[src/rtl/dual_chain_driver.sv]
module dual_chain_driver #(
  parameter int CHAIN_LEN = 32
) (
  input  logic                   clk,
  input  logic                   rst_n,
  input  logic                   dir_fwd,
  input  logic                   latch_en,
  input  logic                   blank_n,
  input  logic [1:0]             a_in,
  input  logic [1:0]             b_in,
  output logic [1:0]             a_out,
  output logic [1:0]             b_out,
  output logic                   a_oe,
  output logic                   b_oe,
  output logic [2*CHAIN_LEN-1:0] out_en
);
  localparam int WIDTH = 2 * CHAIN_LEN;

  logic [1:0][CHAIN_LEN-1:0] chain_q, chain_d;
  logic [WIDTH-1:0]          hold_q, shown;

  for (genvar g = 0; g < 2; g++) begin : g_chain
    assign chain_d[g] = dir_fwd ? {chain_q[g][CHAIN_LEN-2:0], a_in[g]}
                                : {b_in[g], chain_q[g][CHAIN_LEN-1:1]};
    assign a_out[g] = dir_fwd ? 1'b0 : chain_q[g][0];
    assign b_out[g] = dir_fwd ? chain_q[g][CHAIN_LEN-1] : 1'b0;
  end

  always_ff @(posedge clk) begin
    if (!rst_n) begin
      chain_q <= '0;
      hold_q  <= '0;
    end else begin
      chain_q <= chain_d;
      if (latch_en) hold_q <= chain_d;
    end
  end

  assign shown  = latch_en ? chain_q : hold_q;
  assign out_en = blank_n ? ~shown : '1;
  assign a_oe   = ~dir_fwd;
  assign b_oe   = dir_fwd;
endmodule

[config.mk]
export PLATFORM = sky130hd
export DESIGN_NAME = dual_chain_driver
export DESIGN_NICKNAME = d
export VERILOG_FILES = /design/src/rtl/dual_chain_driver.sv
export SDC_FILE = /design/constraint.sdc
export NUM_CORES = 1
export LEC_CHECK = 0
export BUFFER_PORTS_ARGS = -buffer_cell sky130_fd_sc_hd__buf_2
export CAP_MARGIN = 20
export CORE_ASPECT_RATIO = 1.75
export CORE_UTILIZATION = 50
export CTS_CLUSTER_SIZE = 25
export DETAILED_ROUTE_END_ITERATION = 12
export HOLD_SLACK_MARGIN = 0.06
export PLACE_DENSITY = 0.78
export SYNTH_ARGS = -nofsm -noshare
export SYNTH_HDL_FRONTEND = slang
export SYNTH_SLANG_ARGS = --single-unit
[constraint.sdc]
create_clock -name clk -period 1.37 [get_ports clk]
set_clock_uncertainty 0.15 [all_clocks]
set_input_delay 0.2055 -clock clk [delete_from_list [all_inputs] [get_ports clk]]
set_output_delay 0.2055 -clock clk [all_outputs]
set_load 0.01 [all_outputs]
Yosys cells after proc, flatten, opt, wreduce, memory -nomap -nowiden. Index checks and enable logic that the tools add are counted.

Multiplexer cells: 8. Bitwise gates (word level): 2.

Operators by type and width (count): $mux 64 (2); $mux 32 (2); $not 64->64 (1); $mux 1 (4); $not 1->1 (1).

Flip-flop bits (word level): 128. Input bits: 9. Logic and storage cells: 13.

Longest topological paths before layout.
Word-level depth: 3. Depth in mapped cells: 5. Mapped depth without buffers: 2.

Worst setup path before layout. OpenSTA, ideal clock, no wires.

Path type: input to output. Start: in latch_en. End: out out_en[56]. Arrival: 0.940 ns. Setup slack: 0.075 ns. Cell stages on the path: 4. Buffers on the path: 2. Cells stage by stage: buf_4 > buf_4 > mux2_2 > nand2_1.

Cells in the longest elaborated chain, start to end: 3.

RTL lines: from (decl) (RTL line 7) `input logic latch_en,`; $mux 64 (RTL line 39) `assign shown = latch_en ? chain_q : hold_q;`; $not 64->64 (RTL line 40) `assign out_en = blank_n ? ~shown : '1;`; $mux 64 (RTL line 40); to (decl) (RTL line 15) `output logic [2*CHAIN_LEN-1:0] out_en`.

Every way passes these cells.

Worst setup path in the final report.
Start: reg chain_q[63] in the netlist's numbering. End: out out_en[63].

Cells in the longest elaborated chain, start to end: 3.

RTL lines: from (decl) (RTL line 19) `logic [1:0][CHAIN_LEN-1:0] chain_q, chain_d;`; from (signal assigned) (RTL line 34) `chain_q <= chain_d;`; $mux 64 (RTL line 39); $not 64->64 (RTL line 40); $mux 64 (RTL line 40).

Every way passes these cells.

==> results by group <==
Global route
  • Via count of the first global-routing pass: 4,606
  • First-pass GRT wire length: 21,780 µm
  • Total routing resource utilization after global routing: 24.82%
  • Antenna violations before repair: 0
  • Maximum number of pins on one net before global-route repair: 67
  • Gr ovfl total: 0

Setup path
  • Buf+Inv Stages, Crit Path: 1
  • Data required time of the worst path: 1.01 ns
  • Element type at the critical path start: flip-flop
  • Cell-by-cell trace of the critical path: mux2_4, nand2_1, buf_2
  • Crit path capture type: output port
  • Reg2reg path depth: 4
  • Maximum net fanout on the critical path: 2
  • Top delay family on crit path: flip-flops
  • Endpoint of the worst register-to-register path: hold_q[16]
  • Slowest cell on the critical path: dfxtp_2
  • Worst-case register-to-register setup slack: 0.16 ns
  • Setup Crit Path Kind: flip-flop to output port
  • Arrival time at the worst endpoint: 1.22 ns
  • FF-to-FF Start: chain_q[17]
  • Critical Path Max Stage Delay: 0.33 ns

Synthesis
  • Post-synth net total: 577
  • Syn Std Cell Area: 5524 µm²
  • Register area share after synthesis: 46.39%
  • Synthesized instance count: 568
  • Cell type with the largest total area after synthesis: dfxtp_1
  • Synth Area per Inst: 9.725 µm²
  • Yosys warning count: 0
  • Share of async-settable or async-resettable flops after synthesis: 0%
  • Area share of the largest cell type after synthesis: 46.39%
  • Cell variety after synth: 14
  • Main area contributors after synthesis: dfxtp_1 46%, mux2_2 13%, mux2i_1 12%, nor2b_1 7.5%, a21oi_1 5.8%
  • Post-synth EDFFs: 0
  • Flop and latch count out of synthesis: 128
  • Most common cell in the synthesized netlist: dfxtp_1
  • Main flop type after synthesis: dfxtp_1
  • Most common library cells after synthesis: 128 x dfxtp_1, 66 x nor2b_1

Finish
  • Final nets: 723
  • Synthesis-to-layout area growth: 45.12%
  • Count of antenna diodes in the layout: 0
  • Final cell count without fillers: 857
  • Proportion of layout cells with a drive suffix above 1: 56.81%

Routing
  • Number of vias after detailed routing: 4,673
  • Wire per inst: 17.21 µm
  • WL final: 14,750 µm
  • Drc violations: 0
  • Detail-routed via count per cell: 5.453
  • Number of iterations in the first detailed-routing pass: 4
  • Count of nets left with antenna violations after detail routing: 0
  • Violation count after the first detailed-route iteration: 189

Timing
  • Final clock period utilization by the worst path: 115.3%
  • Worst setup margin: -0.2101 ns
  • Measured slew at the worst slew-check pin: 0.3293 ns
  • Time the final worst path needs with I/O delays and setup: 1.580 ns
  • Count of endpoints failing setup in the final report: 67
  • Number of failing hold endpoints at the final stage: 0
  • Worst-case headroom to the max-slew limit: 77.42%
  • Final max-slew violation count: 0
  • RSZ-0062 raised after global routing: yes
  • Max frequency: 0.6329 GHz
  • Worst-case hold slack: 0.1310 ns

Place
  • Quantity of I/O buffers inserted on ports: 78
  • # placed instances: 751
  • Gpl congestion: 0.7319
  • Detailed placement HPWL: 7453 µm
  • Pre-CTS setup slack: -0.1358 ns

Power
  • Worst-case vdd ir drop: 1.051 mV
  • Final Total Pwr: 9.141 mW
  • Leakage power: 3.461 nW
  • Power per Cell Area: 1140 nW/µm²

Min path
  • Hold Crit Start: latch_en
  • Hold path cells: 3
  • Hold/Removal Path Class: input port to flip-flop
  • End of the worst hold path: hold_q[14]

Clock network
  • Worst-Skew Late Latency: 0.41 ns
  • Number of H-tree levels: 4
  • Clock sink total: 128
  • Clock root cell: clkbuf_16
  • Max clock buf depth: 2
  • TritonCTS buffer count: 17
  • Clock edge transition at the registers on the reported setup and hold paths: 0.06 ns
  • CTS tree: yes

Floorplan
  • Floorplan die area: 11,490 µm²
  • Initial cell density of the core: 51.64%
  • Die span in x: 81.46 µm
  • Core outline area: 10,700 µm²
  • Die outline height: 141.0 µm
  • I/O pin count: 79
  • Row Count: 50

Flow run
  • Max-cap violation count: 0

Status
  • Outcome: finished, violations left
  • Violated checks: negative setup slack
-- flip-flops by register name (all words and copies together), names as in the netlist --
register and cells:
chain_q 64, hold_q 64
-- worst reg2reg max path, delay by kind of cell, from the launching register on --
family / cells / cell delay (ns)
AOI/OAI and AO/OA: 1 / 0.12
buffers and inverters: 2 / 0.26
DFF: 1 / 0.32
muxes: 1 / 0.23
-- through the flow --
stage	instance area (µm²)	util (%)	TNS, ns
6_report	8016	74.94	-10.13
5_1_grt	8016	74.94	-12.92
4_1_cts	7621	71.24	-10.56
3_5_place_dp	6087	56.90	-7.243
3_3_place_gp	6087	56.90	-6.970
2_1_floorplan	5524	-	0
-- what timing repair did --
action / CTS / global route
hold buffers: 4 / 0
endpoints found under the hold margin: 8 / 0
endpoints found under the setup margin: 67 / 68
buffers inserted: 65 / 2
resized for setup: 158 / 93
pin swaps: 6 / 1
cloned: 0 / 3
-- cell type report --
cell class / count / area (µm²)
Tap cell: 130 / 162.7
Timing Repair Buffer: 178 / 1589
Fill cell: 663 / 2681
Clock buffer: 17 / 425.4
Inverter: 1 / 3.754
Sequential cell: 128 / 2695
Clock inverter: 15 / 152.6
Multi-Input combinational cell: 388 / 2988
-- cell families after synthesis --
group / Yosys count / synth area share [%]
muxes: 128 / 24.64
AOI/OAI and AO/OA: 128 / 11.60
and+or+nand+nor: 132 / 12.05
buffers and inverters: 52 / 5.323
DFF: 128 / 46.39
-- report_power, final --
group,total [mW],switching (mW),internal (mW),leakage [nW]
clock,4.38,1.83,2.55,0.271
combinational,0.869,0.427,0.443,2.10
sequential,3.89,0.0559,3.84,1.09
total,9.14,2.31,6.83,3.46
-- how the worst max path moves through the flow --
stage	from	endpoint	slack, ns	depth (start not counted)
floorplan	latch_en	out_en[56]	0.07	4
global route	chain_q[63]	out_en[63]	-0.24	3
finish	chain_q[63]	out_en[63]	-0.21	3
detailed placement	latch_en	out_en[61]	-0.14	5
global placement	latch_en	out_en[2]	-0.14	5
CTS	chain_q[26]	out_en[26]	-0.18	3
-- metal layers --
| metal | routed length, µm | vias up | track usage, % |
|---|---|---|---|
| met1 | 5720 | 2286 | 27.33 |
| met4 | 243 | 0 | 8.459 |
| met2 | 8283 | 117 | 45.09 |
| met5 | 0 | - | 0 |
| met3 | 498 | 25 | 5.566 |
| li1 | - | 2245 | - |
-- cell usage in the layout (no fill, tap or decap), types with 2 or more instances in the layout --
master           n
buf_6           40
nor2b_1         65
and2_4           2
o21ai_0         64
buf_4           81
buf_16           2
buf_12           6
clkinvlp_4       4
clkbuf_16       20
a21oi_1         64
dfxtp_1         22
clkinv_4         3
dfxtp_2        106
inv_8            2
mux2i_1         64
nand2_1         30
inv_6            5
buf_8            3
mux2_2           6
dlygate4sd3_1    4
nand2_2         33
mux2_4          58
buf_2           39
Note: power is estimated with default switching activity, not from simulation.
